[config.mk]
export PLATFORM = sky130hd
export DESIGN_NAME = cfc_compactor
export DESIGN_NICKNAME = d
export VERILOG_FILES = /design/src/rtl/cfc_pkg.sv /design/src/rtl/cfc_sat_counter.sv /design/src/rtl/cfc_pair_tracker.sv /design/src/rtl/cfc_verdict_fsm.sv /design/src/rtl/cfc_compactor.sv
export SDC_FILE = /design/constraint.sdc
export NUM_CORES = 1
export LEC_CHECK = 0
export BUFFER_PORTS_ARGS = -buffer_cell sky130_fd_sc_hd__buf_2
export CORE_MARGIN = 4
export CORE_UTILIZATION = 40
export DETAILED_ROUTE_END_ITERATION = 10
export PLACE_DENSITY = 0.78
export SLEW_MARGIN = 40
export SYNTH_ARGS = -nofsm -noshare
export SYNTH_HDL_FRONTEND = slang
export SYNTH_SLANG_ARGS = --single-unit
[constraint.sdc]
create_clock -name clk -period 1.6 [get_ports clk]
set_input_delay 0 -clock clk [delete_from_list [all_inputs] [get_ports clk]]
set_output_delay 0 -clock clk [all_outputs]
set_load 0.01 [all_outputs]
[src/rtl/cfc_pkg.sv]
package cfc_pkg;
    typedef enum logic [1:0] {
        PH_EMPTY  = 2'd0,
        PH_STREAM = 2'd1,
        PH_JUDGE  = 2'd2,
        PH_CLOSED = 2'd3
    } cfc_phase_e;

    localparam int NUM_CNT  = 3;
    localparam int CI_ONES  = 0;
    localparam int CI_RISE  = 1;
    localparam int CI_TRANS = 2;
endpackage

[src/rtl/cfc_sat_counter.sv]
module cfc_sat_counter #(
    parameter int CNT_W = 8
) (
    input  logic             clk,
    input  logic             rst_n,
    input  logic             inc,
    output logic [CNT_W-1:0] value
);
    localparam logic [CNT_W-1:0] TOP = {CNT_W{1'b1}};

    always_ff @(posedge clk or negedge rst_n) begin
        if (!rst_n) begin
            value <= '0;
        end else if (inc && (value != TOP)) begin
            value <= value + 1'b1;
        end
    end

    AST_SAT_HOLD: assert property (@(posedge clk) disable iff (!rst_n)
        (value == TOP) |=> (value == TOP));
    AST_NO_WRAP: assert property (@(posedge clk) disable iff (!rst_n)
        1'b1 |=> (value >= $past(value)));
endmodule

[src/rtl/cfc_pair_tracker.sv]
module cfc_pair_tracker (
    input  logic clk,
    input  logic rst_n,
    input  logic take,
    input  logic bit_in,
    output logic rise_hit,
    output logic change_hit
);
    logic prev_q;
    logic seen_q;

    always_ff @(posedge clk or negedge rst_n) begin
        if (!rst_n) begin
            prev_q <= 1'b0;
            seen_q <= 1'b0;
        end else if (take) begin
            prev_q <= bit_in;
            seen_q <= 1'b1;
        end
    end

    always_comb begin
        rise_hit   = take && seen_q && !prev_q && bit_in;
        change_hit = take && seen_q && (prev_q != bit_in);
    end

    AST_FIRST_QUIET: assert property (@(posedge clk) disable iff (!rst_n)
        (take && !seen_q) |-> !change_hit);
    AST_RISE_IS_CHANGE: assert property (@(posedge clk) disable iff (!rst_n)
        rise_hit |-> change_hit);
    AST_GAP_KEEPS_PREV: assert property (@(posedge clk) disable iff (!rst_n)
        !take |=> ($stable(prev_q) && $stable(seen_q)));
endmodule

[src/rtl/cfc_verdict_fsm.sv]
module cfc_verdict_fsm
    import cfc_pkg::*;
(
    input  logic clk,
    input  logic rst_n,
    input  logic rd_valid,
    input  logic end_evt,
    input  logic counts_equal,
    output logic accept,
    output logic done,
    output logic mismatch
);
    cfc_phase_e state_q;
    cfc_phase_e state_d;
    logic       mis_q;

    always_ff @(posedge clk or negedge rst_n) begin
        if (!rst_n) begin
            state_q <= PH_EMPTY;
        end else begin
            state_q <= state_d;
        end
    end

    always_ff @(posedge clk or negedge rst_n) begin
        if (!rst_n) begin
            mis_q <= 1'b0;
        end else if (state_q == PH_JUDGE) begin
            mis_q <= !counts_equal;
        end
    end

    always_comb begin
        state_d = state_q;
        unique case (state_q)
            PH_EMPTY: begin
                if (end_evt) begin
                    state_d = PH_JUDGE;
                end else if (rd_valid) begin
                    state_d = PH_STREAM;
                end
            end
            PH_STREAM: begin
                if (end_evt) begin
                    state_d = PH_JUDGE;
                end
            end
            PH_JUDGE:  state_d = PH_CLOSED;
            PH_CLOSED: state_d = PH_CLOSED;
            default:   state_d = PH_EMPTY;
        endcase
    end

    always_comb begin
        accept   = 1'b0;
        done     = 1'b0;
        mismatch = mis_q;
        unique case (state_q)
            PH_EMPTY, PH_STREAM: accept = 1'b1;
            PH_JUDGE: begin
                done     = 1'b1;
                mismatch = !counts_equal;
            end
            PH_CLOSED: mismatch = mis_q;
            default:   accept = 1'b0;
        endcase
    end

    AST_DONE_ONE_CYCLE: assert property (@(posedge clk) disable iff (!rst_n)
        done |=> !done);
    AST_DONE_AFTER_END: assert property (@(posedge clk) disable iff (!rst_n)
        (accept && end_evt) |=> done);
    AST_VERDICT_HELD: assert property (@(posedge clk) disable iff (!rst_n)
        (!accept && !done) |=> $stable(mismatch));
    AST_SEALED: assert property (@(posedge clk) disable iff (!rst_n)
        done |=> (!accept && !done));
endmodule

[src/rtl/cfc_compactor.sv]
module cfc_compactor
    import cfc_pkg::*;
#(
    parameter int CNT_W = 8
) (
    input  logic             clk,
    input  logic             rst_n,
    input  logic             rd_valid,
    input  logic             rd_bit,
    input  logic             test_end,
    input  logic [CNT_W-1:0] exp_ones,
    input  logic [CNT_W-1:0] exp_rises,
    input  logic [CNT_W-1:0] exp_trans,
    output logic [CNT_W-1:0] cnt_ones,
    output logic [CNT_W-1:0] cnt_rises,
    output logic [CNT_W-1:0] cnt_trans,
    output logic             done,
    output logic             mismatch
);
    logic                 accept;
    logic                 take;
    logic                 rise_hit;
    logic                 change_hit;
    logic                 counts_equal;
    logic [NUM_CNT-1:0]   bump;
    logic [CNT_W-1:0]     cnt_vec [NUM_CNT];

    assign take = accept && rd_valid;

    cfc_pair_tracker u_pair (
        .clk        (clk),
        .rst_n      (rst_n),
        .take       (take),
        .bit_in     (rd_bit),
        .rise_hit   (rise_hit),
        .change_hit (change_hit)
    );

    always_comb begin
        bump           = '0;
        bump[CI_ONES]  = take && rd_bit;
        bump[CI_RISE]  = rise_hit;
        bump[CI_TRANS] = change_hit;
    end

    for (genvar gi = 0; gi < NUM_CNT; gi++) begin : g_cnt
        cfc_sat_counter #(.CNT_W(CNT_W)) u_cnt (
            .clk   (clk),
            .rst_n (rst_n),
            .inc   (bump[gi]),
            .value (cnt_vec[gi])
        );
    end

    assign cnt_ones  = cnt_vec[CI_ONES];
    assign cnt_rises = cnt_vec[CI_RISE];
    assign cnt_trans = cnt_vec[CI_TRANS];

    assign counts_equal = (cnt_ones == exp_ones) &&
                          (cnt_rises == exp_rises) &&
                          (cnt_trans == exp_trans);

    cfc_verdict_fsm u_fsm (
        .clk          (clk),
        .rst_n        (rst_n),
        .rd_valid     (rd_valid),
        .end_evt      (test_end),
        .counts_equal (counts_equal),
        .accept       (accept),
        .done         (done),
        .mismatch     (mismatch)
    );

    AST_RISE_BOUND: assert property (@(posedge clk) disable iff (!rst_n)
        cnt_rises <= cnt_trans);
    AST_ONES_STEP: assert property (@(posedge clk) disable iff (!rst_n)
        (!rd_valid) |=> $stable(cnt_ones));
    AST_FROZEN: assert property (@(posedge clk) disable iff (!rst_n)
        (!accept) |=> ($stable(cnt_ones) && $stable(cnt_rises) && $stable(cnt_trans)));
endmodule

### Yosys cells after proc, flatten, opt, wreduce, memory -nomap -nowiden

Index checks and enable logic that the tools add are counted.

| storage, ports and cells | value |
|---|---|
| register bits | 29 |
| bits of input ports | 29 |
| output and inout bits | 26 |

| cells by class | value |
|---|---|
| add/subtract/negate cells | 3 |
| equality and inequality tests | 12 |
| multiplexer cells | 7 |
| reductions and logical operators | 17 |

Operators by type and width:

| kind | count |
|---|---|
| adder 8 x 1 -> 8 bit, second input constant | 3 |
| == test 8 bit | 3 |
| inequality test 8 bit, second input constant | 3 |
| logical AND 1 bit | 11 |
| two-way mux 2 bit | 3 |
| one-hot mux 2 bit (3 select lines) | 1 |
| == test 2 bit, second input constant | 2 |
| OR reduction 2 bit | 2 |
| two-way mux 1 bit | 3 |
| inequality test 3 bit, second input constant | 1 |
| == test 2 x 1 -> 1 bit, second input constant | 1 |
| zero test 1 bit | 2 |
| zero test 2 bit | 1 |
| inequality test 2 bit, second input constant | 1 |
| AND reduction 2 bit | 1 |
| inequality test 1 bit | 1 |

### Longest topological paths before layout

Gate-level depths: netlist of run 1.

| depth | value |
|---|---|
| depth after elaboration | 8 |
| mapped depth | 5 |

### Hierarchy

Synthesis of run 1 repeated with hierarchy kept, for this count alone.

| second synthesis, totals | value |
|---|---|
| cell total of the unflattened synthesis | 154 |
| area, all modules | 1717.9 um2 |

Modules (own cells, without submodules):

| module | instances | cells each | area each (um2) | sequential area each (um2) |
|---|---|---|---|---|
| cfc_sat_counter | 3 | 34 | 407.9 | 200.2 |
| cfc_compactor | 1 | 34 | 276.5 | 0.0 |
| cfc_verdict_fsm | 1 | 10 | 121.4 | 75.1 |
| cfc_pair_tracker | 1 | 8 | 96.3 | 50.0 |

### Least setup slack after synthesis of run 1

OpenSTA, ideal clock, no wires.

| timing path | value |
|---|---|
| kind | flip-flop to flip-flop |
| start point | reg g_cnt[0].u_cnt.value[0] |
| end point | reg g_cnt[0].u_cnt.value[1] |
| data arrival time | 1462 ps |
| required time | 1475 ps |
| setup slack | 13 ps |
| stages on the path, launching flop included | 5 |
| buffers on the path | 0 |
| period minus slack after synthesis | 1587 ps |
| path through | dfrtp_1 > ha_1 > and2_1 > a31oi_2 > mux2_2 |

| between the ends | value |
|---|---|
| cells in the longest elaborated chain, start to end | 2 |

RTL lines:

| item | RTL line | source |
|---|---|---|
| from (decl) | cfc_sat_counter.sv:7 | `output logic [CNT_W-1:0] value` |
| from (signal assigned) | cfc_sat_counter.sv:15 | `value <= value + 1'b1;` |
| branches (longest 2 deep; another with adder 8 x 1 -> 8 bit) | - |  |

Parallel ways; which one is timed is not known.
A chain may end at the register's enable or synchronous reset.

### Worst setup path after layout of run 1

| timing path | value |
|---|---|
| start point | reg g_cnt[2].u_cnt.value[4] |
| end point | out mismatch |

| between the ends | value |
|---|---|
| cells in the longest elaborated chain, start to end | 4 |

RTL lines:

| item | RTL line | source |
|---|---|---|
| from (decl) | cfc_sat_counter.sv:7 |  |
| from (signal assigned) | cfc_sat_counter.sv:15 |  |
| == test 8 bit | cfc_compactor.sv:61 | `(cnt_trans == exp_trans);` |
| logical AND 1 bit | cfc_compactor.sv:60 | `(cnt_rises == exp_rises) &&` |
| zero test 1 bit | cfc_verdict_fsm.sv:62 | `mismatch = !counts_equal;` |
| two-way mux 1 bit | - |  |
| to (decl) | cfc_compactor.sv:18 | `output logic mismatch` |

No other way between the ends.

==> results.md, run 1 <==
- FF-to-FF End: g_cnt[0].u_cnt.value[1]
- Synth Area per Inst: 10.69 um^2
- Final Total Pwr: around 1.6 mW
- Cell variety after synth: 26
- Reg2reg setup slack: approximately 0.060 ns
- Status: finished, final reports clean
- Post-synth top area share: about 46%
- CTS root buf: clkbuf_8
- Synth Area in Simple Gates: ~18%
- Post-synthesis compound-gate area fraction: ~4.4%
- CTS sink count: 29
- Util after Layout: between 60 and 70%
- Hold Vio Cnt, Final: 0
- Post-Syn Area: 0.001582 mm^2
- Reg power frac: about half
- DR vias: 1357
- Synth area leader: dfrtp_1
- R2R cell count: 4
- Diode count: 0
- Fillcell total: between 300 and 400
- Gr usage total: 16.87%
- Crit-path slowest cell: dfrtp_1
- DR WL/cell: approximately 15 um
- Largest cells by area after synthesis: dfrtp_1 46%, xnor2_1 17%, xor2_1 8.3%
- Hold Path End: g_cnt[1].u_cnt.value[0]
- H-tree levels: 2
- CTS tree: yes
- Vias in the first global route: 1372
- P&R area growth vs syn: 47.23%
- GRT overflow: 0
- #FFs+latches synth: 29
- Sw Share: 23.50%
- YS warnings: 0
- Fraction of layout instances using a drive strength above 1: between 40% and 50%
- Peak Freq: 0.6323 GHz
- Worst setup SP type: register
- Critical path cell sequence: buf_6, xnor2_2, nand4_1, nor4_2, a21oi_1, buf_2
- Max FO, Critical Path: 2
- Peak VDD IR: roughly 0.36 mV
- Port-buffer cells: 54
- RSZ-0062 raised after global routing: yes
- Worst Hold Launch: rd_bit
- Global-route wire length before repair: ~6.6 mm
- R2R Path Start: g_cnt[0].u_cnt.value[0]
- Core box area: between 0.003 and 0.004 mm^2
- Final setup skew: between 0.004 and 0.005 ns
- Clk slew on worst S/H paths: ~0.060 ns
- Psw: between 300 and 400 uW
- Hold depth: 3
- Synthesized-area fraction occupied by adder cells: under 10%
- WHS: roughly 0.12 ns
- Row count: 22
- Final wirelength: 4.106 mm
- Die area: roughly 0.005 mm^2
- Die H: between 70 and 80 um
- Antenna-violating nets left: 0
- Tmin final: 1.582 ns
- Pwr Density: about 670 mW/mm^2
- Critical Path Max Stage Delay: slightly below 0.4 ns
- Cell count after placement: 259
- NumNets Final: approximately 260
- Crit end category: output port
- Clock latency on the worst-skew pair: about 0.28 ns
- CP arrival: about 1.6 ns
- GPL Wtd Cong: about 0.82
- CTS Buffer Depth: 2
- Mux share of post-synthesis cell area: 2.373%
- Max-slew violations: 0
- Critical path data required time: around 1.6 ns
- Largest net degree at the start of global routing: 30
- Worst-margin pin slew: between 0.6 and 0.7 ns
- WS Path Type: reg -> out
- CTS Buf Count: 5
- Final Non-Filler Cells: around 280
- Initial detailed-routing violation count: between 50 and 60
- XOR/XNOR Fraction of Synth Area: between 20% and 30%
- DRC viols: 0
- Vias per cell: about 4.9
- Dpl hpwl: ~3.0 mm
- Chip width: just over 70 um
- Hold crit path type: in -> reg
- Max-Cap Viols: 0
- Post-synthesis cell count: around 150
- Final setup fails: 0
- LEAKAGE: ~1.2 nW
- Antenna violations before repair: 0
- Final instance area: 0.002328 mm^2
- Seq/Total Area, Yosys: between 40 and 50%
- Clk pwr share: a little under two fifths
- Pint: 1.198 mW
- I/O pin total: 55
- Syn nets: 180
- Power share of the combinational group: 13.1%
- Dpl cell area: 0.001989 mm^2
- Initial Util: between 40% and 50%
- 1st-pass router iterations: 4
- Fin crit share: between 90% and 100%
- Relative slew slack: a little under three fifths
- Largest family of logic cells by synthesized area: XOR/XNOR gates
## state kept, by name, summed over array words and instances, names as in the netlist
| name | cells |
|---|---|
| u_pair.prev_q | 1 |
| u_fsm.state_q | 2 |
| u_fsm.mis_q | 1 |
| u_pair.seen_q | 1 |
| g_cnt.u_cnt.value | 24 |
## critical path, delay by kind of cell (launching register included)
| kind | cells | cell delay [ns] |
|---|---|---|
| xor gates and xnor gates | 1 | 0.13 |
| AOI/OAI and AO/OA | 1 | 0.13 |
| DFF | 1 | 0.39 |
| and+or+nand+nor | 2 | 0.38 |
| buffers and inverters | 2 | 0.28 |
## worst max-delay path by stage
stage,from,to,slack [ns],cells past startpoint
final,g_cnt[2].u_cnt.value[4],mismatch,0.02,6
after global routing,g_cnt[2].u_cnt.value[4],mismatch,-0.09,6
after CTS,g_cnt[0].u_cnt.value[1],mismatch,-0.002,6
after detailed placement,g_cnt[2].u_cnt.value[0],g_cnt[2].u_cnt.value[1],0.04,4
after global placement,g_cnt[2].u_cnt.value[5],g_cnt[2].u_cnt.value[1],0.09,3
after floorplan,g_cnt[0].u_cnt.value[0],g_cnt[0].u_cnt.value[1],0.01,4
## Yosys cell counts
| cell type | instances |
|---|---|
| xnor2_1 | 31 |
| and3_1 | 1 |
| inv_1 | 2 |
| a21oi_1 | 1 |
| nor3_1 | 7 |
| or2_2 | 1 |
| clkbuf_2 | 4 |
| nand2b_1 | 2 |
| nand3b_1 | 1 |
| nand4_1 | 7 |
| nand3_1 | 14 |
| xor2_1 | 15 |
| o21bai_1 | 1 |
| dfrtp_1 | 29 |
| and2_1 | 2 |
| nor4_1 | 1 |
| nor2_1 | 8 |
| ha_1 | 3 |
| nor2b_1 | 2 |
| and2b_1 | 1 |
| nand2_1 | 8 |
| a31oi_2 | 1 |
| mux2_2 | 2 |
| a311oi_2 | 1 |
| mux2_4 | 1 |
| o2111ai_2 | 2 |
## power groups by stage
stage / sequential [mW] / clock [mW] / combinational [mW]
floorplan: 0.787 / 0 / 0.0600
global placement: 0.772 / 0 / 0.171
detailed placement: 0.773 / 0 / 0.174
CTS: 0.761 / 0.610 / 0.202
global route: 0.763 / 0.646 / 0.225
finish: 0.762 / 0.598 / 0.206
## layout make-up
type | instances | area, um^2 | area share [%]
multi-input combinational | 113 | 972.2 | 41.75
inverter | 2 | 7.507 | 0.3224
timing repair buffer | 78 | 473.0 | 20.31
clock buffer | 7 | 86.33 | 3.708
tap | 48 | 60.06 | 2.579
sequential | 29 | 729.5 | 31.33
## cell usage in the layout (no fill, tap or decap), types with 2 or more instances in the layout
master and count:
mux2_2 2, dlygate4sd3_1 3, nor3_1 3, nand3_1 14, xnor2_2 8, ha_1 3
buf_6 4, nand2b_1 2, nand2_1 8, nor2_1 8, xor2_1 15, clkbuf_8 6
o2111ai_4 2, nor3_2 4, nand4_1 7, buf_4 17, buf_2 54, and2_1 2
dfrtp_1 26, dfrtp_2 3, xnor2_1 22, inv_1 2
## stage by stage
step                worst slack [ns]   TNS [ns]
global placement             0.09163          0
global route                -0.08935    -0.1057
CTS                        -0.001694  -0.001694
floorplan                    0.01313          0
finish                       0.01838          0
detailed placement           0.04338          0
## cells by family (layout without fill, tap and decap cells)
family                   Yosys count  count (layout)
multiplexers                       3               3
AO/OA/AOI/OAI                      6               6
AND/OR/NAND/NOR                   55              55
adder cells (fa/ha/maj)            3               3
flip-flops                        29              29
buffers and inverters              6              87
XOR/XNOR                          46              46
## layer usage
metal	wire length, um	GRT usage [%]	part of all wire [%]	up-vias
met3	226	5.398	5.5	5
met2	2126	28.12	52	38
met5	0	0	0	-
met1	1705	21.09	42	646
li1	-	-	-	668
met4	47	4.593	1.1	0
## timing repair
action / CTS / global route
hold buffers: 3 / 0
cloned: 0 / 0
hold endpoints to repair: 32 / 0
endpoints found under the setup margin: 1 / 9
pin swaps: 12 / 1
resized for setup: 19 / 8
setup buffers: 8 / 0
(Power assumes the default switching activity.)
==> inputs of run 2 (changes only) <==
--- a/config.mk
+++ b/config.mk
@@ -8,7 +8,9 @@
 export BUFFER_PORTS_ARGS = -buffer_cell sky130_fd_sc_hd__buf_2
 export CORE_MARGIN = 4
 export CORE_UTILIZATION = 40
+export CTS_CLUSTER_SIZE = 12
 export DETAILED_ROUTE_END_ITERATION = 10
+export GPL_TIMING_DRIVEN = 0
 export PLACE_DENSITY = 0.78
 export SLEW_MARGIN = 40
 export SYNTH_ARGS = -nofsm -noshare
==> results.md, run 2 (same netlist as run 1, synthesis figures left out) <==
- Diode count: 0
- Multi-input gate area in the final layout: 963.4 um^2
- Port-buffer cells: 54
- P&R area growth vs syn: 41.93%
- Max FO, Critical Path: 4
- Dpl hpwl: between 2 and 3 mm
- Gr usage total: between 15 and 20%
- Util after Layout: about three fifths
- Final setup skew: between 0.003 and 0.004 ns
- Top reg by flops: g_cnt.u_cnt.value
- Vias in the first global route: roughly 1300
- Peak Freq: roughly 0.63 GHz
- Worst-margin pin slew: around 0.64 ns
- CTS root buf: clkbuf_8
- Commonest non-fill, non-tap cells in the layout: 54 x buf_2, 25 x xnor2_1, 18 x dfrtp_1
- DRC viols: 0
- Commonest non-fill, non-tap cell in the layout: buf_2
- Critical path data required time: 1.60 ns
- Fillcell total: ~310
- R2R Path Start: g_cnt[0].u_cnt.value[0]
- Fin crit share: between 90% and 100%
- WHS: between 0.015 and 0.02 ns
- Hold Path End: u_pair.seen_q
- Initial Util: between 40 and 50%
- DR vias: ~1300
- Pwr Density: 680.0 mW/mm^2
- Global-route wire length before repair: about 6 mm
- Core box area: about 0.0037 mm^2
- Vias per cell: approximately 4.9
- Clk slew on worst S/H paths: 0.06 ns
- Max-Cap Viols: 0
- Crit end category: output port
- I/O pin total: 55
- Reg2reg setup slack: roughly 0.05 ns
- CTS Buf Count: 5
- Die area: roughly 0.005 mm^2
- Largest net degree at the start of global routing: 30
- Die H: 70.88 um
- Status: finished, final reports clean
- NumNets Final: approximately 250
- Tmin final: 1.581 ns
- FF/Latch Area: 739.5 um^2
- 1st-pass router iterations: 4
- H-tree levels: 2
- GRT overflow: 0
- Hold Vio Cnt, Final: 0
- R2R cell count: 4
- Final wirelength: about 3.7 mm
- Worst Hold Launch: rd_valid
- Row count: 22
- Initial detailed-routing violation count: between 60 and 70
- CTS sink count: 29
- RSZ-0062 raised after global routing: yes
- LEAKAGE: 1.057 nW
- Hold crit path type: in -> reg
- Peak VDD IR: between 0.4 and 0.5 mV
- Chip width: ~71 um
- Clock latency on the worst-skew pair: about 0.27 ns
- FF-to-FF End: g_cnt[0].u_cnt.value[1]
- Worst setup SP type: register
- Antenna violations before repair: 0
- GPL Wtd Cong: 0.7852
- WS Path Type: reg -> out
- Final setup fails: 0
- Antenna-violating nets left: 0
- Largest register FFs: 24
- CTS tree: yes
- Regs by FF count: g_cnt.u_cnt.value x24, u_fsm.state_q x2
- Relative slew slack: between 50 and 60%
- CTS Buffer Depth: 2
- Fraction of layout instances using a drive strength above 1: approximately 48%
- Hold depth: 3
- DR WL/cell: ~14 um
- Max-slew violations: 0
- CP arrival: between 1.5 and 2 ns
run 2: cell count changes in the layout (fill, tap and decap cells not counted), sizes merged:
cell,previous run,this run
dlygate4sd3,3,2
clkbuf,7,9
buf,75,65
run 2: per-stage QoR:
| step | worst slack [ns] | total power [mW] | std cells | setup TNS [ns] | instance area, um^2 |
|---|---|---|---|---|---|
| 6_report | 0.01911 | 1.526 | 268 | 0 | 2245 |
| 5_1_grt | -0.05769 | 1.596 | 268 | -0.06672 | 2245 |
| 4_1_cts | 0.001608 | 1.536 | 261 | 0 | 2106 |
| 3_5_place_dp | -0.07028 | 0.9265 | 250 | -0.1567 | 1912 |
| 3_3_place_gp | -0.05563 | 0.9229 | 250 | -0.1067 | 1912 |
| 2_1_floorplan | 0.01313 | 0.8472 | 148 | 0 | 1582 |
run 2: per-layer routing:
metal  track usage, %  part of all wire [%]  vias up
li1                 -                     -      646
met1            18.71                    43      614
met2            24.92                    50       36
met3            4.261                   5.8        7
met4            6.263                   1.6        0
met5                0                     0        -
run 2: how the worst max path moves through the flow:
| stage | startpoint | endpoint | cells past startpoint |
|---|---|---|---|
| 2_1_floorplan | g_cnt[0].u_cnt.value[0] | g_cnt[0].u_cnt.value[1] | 4 |
| 3_3_place_gp | g_cnt[2].u_cnt.value[0] | g_cnt[2].u_cnt.value[1] | 4 |
| 3_5_place_dp | g_cnt[2].u_cnt.value[0] | g_cnt[2].u_cnt.value[1] | 4 |
| 4_1_cts | g_cnt[2].u_cnt.value[4] | mismatch | 5 |
| 5_1_grt | g_cnt[2].u_cnt.value[7] | mismatch | 5 |
| 6_report | g_cnt[2].u_cnt.value[7] | mismatch | 5 |
run 2: worst max-delay path, stage by stage, from the launching register on:
cell	delay (ns)
dfrtp_2	0.45
xnor2_2	0.17
nand4_1	0.12
nor4_2	0.31
a21oi_2	0.10
buf_2	0.15
run 2: layout make-up:
class | count | share of cell area (%)
clock buffers | 7 | 3.846
repair buffers | 66 | 16.28
well taps | 48 | 2.676
plain buffers | 3 | 1.003
flip-flops and latches | 29 | 32.94
inverters | 2 | 0.3344
multi-input cells | 113 | 42.92
run 2: power by group:
group          total (mW)  switching, mW  internal [mW]
Combinational       0.159         0.0739         0.0853
Sequential          0.778         0.0261          0.752
Clock               0.589          0.249          0.340
run 2: timing repair:
item | CTS | global route
endpoints found under the setup margin | 8 | 17
hold buffers | 2 | 0
pin swaps | 8 | 8
gates resized for setup | 14 | 23
buffers inserted | 3 | 7
hold endpoints to repair | 31 | 0
==> inputs of run 3 (changes only) <==
--- a/config.mk
+++ b/config.mk
@@ -7,11 +7,12 @@
 export LEC_CHECK = 0
 export BUFFER_PORTS_ARGS = -buffer_cell sky130_fd_sc_hd__buf_2
 export CORE_MARGIN = 4
-export CORE_UTILIZATION = 40
+export CORE_UTILIZATION = 25
 export CTS_CLUSTER_SIZE = 12
 export DETAILED_ROUTE_END_ITERATION = 10
 export GPL_TIMING_DRIVEN = 0
-export PLACE_DENSITY = 0.78
+export PLACE_DENSITY = 0.56
+export SETUP_SLACK_MARGIN = 0.05
 export SLEW_MARGIN = 40
 export SYNTH_ARGS = -nofsm -noshare
 export SYNTH_HDL_FRONTEND = slang
==> constraint.sdc (replaced) <==
create_clock -name clk -period 1.3 [get_ports clk]
set_input_delay 0 -clock clk [delete_from_list [all_inputs] [get_ports clk]]
set_output_delay 0 -clock clk [all_outputs]
set_load 0.01 [all_outputs]
==> results.md, run 3 (same netlist as run 1, synthesis figures left out) <==
- Global-route wire length before repair: ~7.3 mm
- Port-buffer cells: 54
- Final setup skew: 0.007418 ns
- Core box area: approximately 0.006 mm^2
- Die H: 87.54 um
- Row count: 28
- P&R area growth vs syn: 70.57%
- Setup TNS: -4.300 ns
- Util after Layout: about 45%
- Largest net degree at the start of global routing: 30
- Final Total Pwr: between 1.5 and 2 mW
- Diode count: 0
- Peak Freq: 0.6160 GHz
- Peak VDD IR: 0.4270 mV
- Commonest non-fill, non-tap cell in the layout: buf_2
- Gr usage total: 12.89%
- H-tree levels: 2
- Setup ws final: -0.3234 ns
- WS Path Type: reg -> out
- CTS Buffer Depth: 2
- Worst slack at placement: -0.2087 ns
- R2R Path Start: g_cnt[0].u_cnt.value[1]
- NumNets Final: approximately 270
- CTS sink count: 29
- Initial detailed-routing violation count: between 50 and 60
- Regs by FF count: g_cnt.u_cnt.value x24, u_fsm.state_q x2
- CTS root buf: clkbuf_8
- Crit end category: output port
- Fraction of layout instances using a drive strength above 1: a little under two thirds
- Worst setup SP type: register
- Critical Path Start: g_cnt[2].u_cnt.value[7]
- Status: complete, but fails checks
- I/O pin total: between 50 and 60
- GPL Wtd Cong: just over 0.7
- Max FO, Critical Path: 2
- Fin crit share: 124.9%
- GRT overflow: 0
- Max-slew violations: 0
- Antenna-violating nets left: 0
- Antenna violations before repair: 0
- WHS: around 0.015 ns
- Final setup fails: 26
- Dpl hpwl: 3.055 mm
- Max-Cap Viols: 0
- Worst Hold Launch: rd_valid
- Initial Util: between 20% and 30%
- Top reg by flops: g_cnt.u_cnt.value
- Commonest non-fill, non-tap cells in the layout: 54 x buf_2, 20 x xnor2_1, 18 x buf_4
- DR vias: approximately 1400
- Chip width: between 80 and 90 um
- Relative slew slack: 54.79%
- Critical path data required time: between 1 and 1.5 ns
- Tmin final: 1.623 ns
- LEAKAGE: around 1.3 nW
- Failing checks: setup timing
- Vias in the first global route: 1463
- DR WL/cell: 14.69 um
- RSZ-0062 raised after global routing: yes
- CTS Buf Count: 5
- Hold Vio Cnt, Final: 0
- 1st-pass router iterations: 4
- Hold crit path type: in -> reg
- Largest register FFs: 24
- Clk slew on worst S/H paths: 0.06 ns
- Clock latency on the worst-skew pair: 0.28 ns
- Final wirelength: around 4.6 mm
- DRC viols: 0
- CP arrival: about 1.6 ns
- CTS tree: yes
- Vias per cell: 4.435
- Die area: around 0.0077 mm^2
- Fillcell total: 588
- Pwr Density: about 710 mW/mm^2
- Worst-margin pin slew: 0.6781 ns
==> run 3: worst paths after layout <==
path / slack [ns] / cells past startpoint / endpoint
hold reg to reg: 0.52 / 1 / g_cnt[0].u_cnt.value[7]
min in group asynchronous: 0.30 / 2 / g_cnt[1].u_cnt.value[6]
setup reg to reg: -0.30 / 5 / g_cnt[0].u_cnt.value[1]
setup / recovery: -0.32 / 5 / mismatch
max in group asynchronous: 0.52 / 2 / g_cnt[0].u_cnt.value[5]
hold / removal: 0.01 / 3 / u_pair.seen_q
==> run 3: layer usage <==
layer / vias up / wire length [um] / global-route usage (%)
li1: 685 / - / -
met1: 660 / 2015 / 16.12
met2: 44 / 2253 / 20.96
met3: 8 / 284 / 4.045
met4: 0 / 72 / 4.603
met5: - / 0 / 0
==> run 3: through the flow <==
step                instances  cell area, um^2
global route              315             2698
floorplan                 148             1743
global placement          277             2107
CTS                       309             2621
finish                    315             2698
detailed placement        277             2107
==> run 3: cell type report <==
type                    count  area [um^2]  area share (%)
multi-input cells         113         1172           43.46
flip-flops and latches     29        743.2           27.55
repair buffers             84        546.8           20.27
well taps                  75        93.84           3.479
clock buffers               6        72.57           2.690
plain buffers               4        51.30           1.902
clock inverters             2        10.01          0.3711
inverters                   2        7.507          0.2783
==> run 3: critical path: stages, from the launching register on <==
cell     delay [ns]
dfrtp_2        0.43
xnor2_2        0.21
nand4_1        0.16
nor4_2         0.29
a21oi_1        0.10
buf_2          0.16
==> run 3: what timing repair did <==
item / in CTS / in global routing
pin swaps: 22 / 4
resized for setup: 46 / 8
hold buffers: 2 / 0
endpoints found under the setup margin: 26 / 26
gates cloned: 0 / 0
buffers inserted: 24 / 7
endpoints found under the hold margin: 31 / 0
==> run 3: where the power goes <==
| part | switching [mW] | internal (mW) | total, mW |
|---|---|---|---|
| Combinational | 0.110 | 0.136 | 0.247 |
| Clock | 0.347 | 0.370 | 0.717 |
| Sequential | 0.0340 | 0.924 | 0.958 |
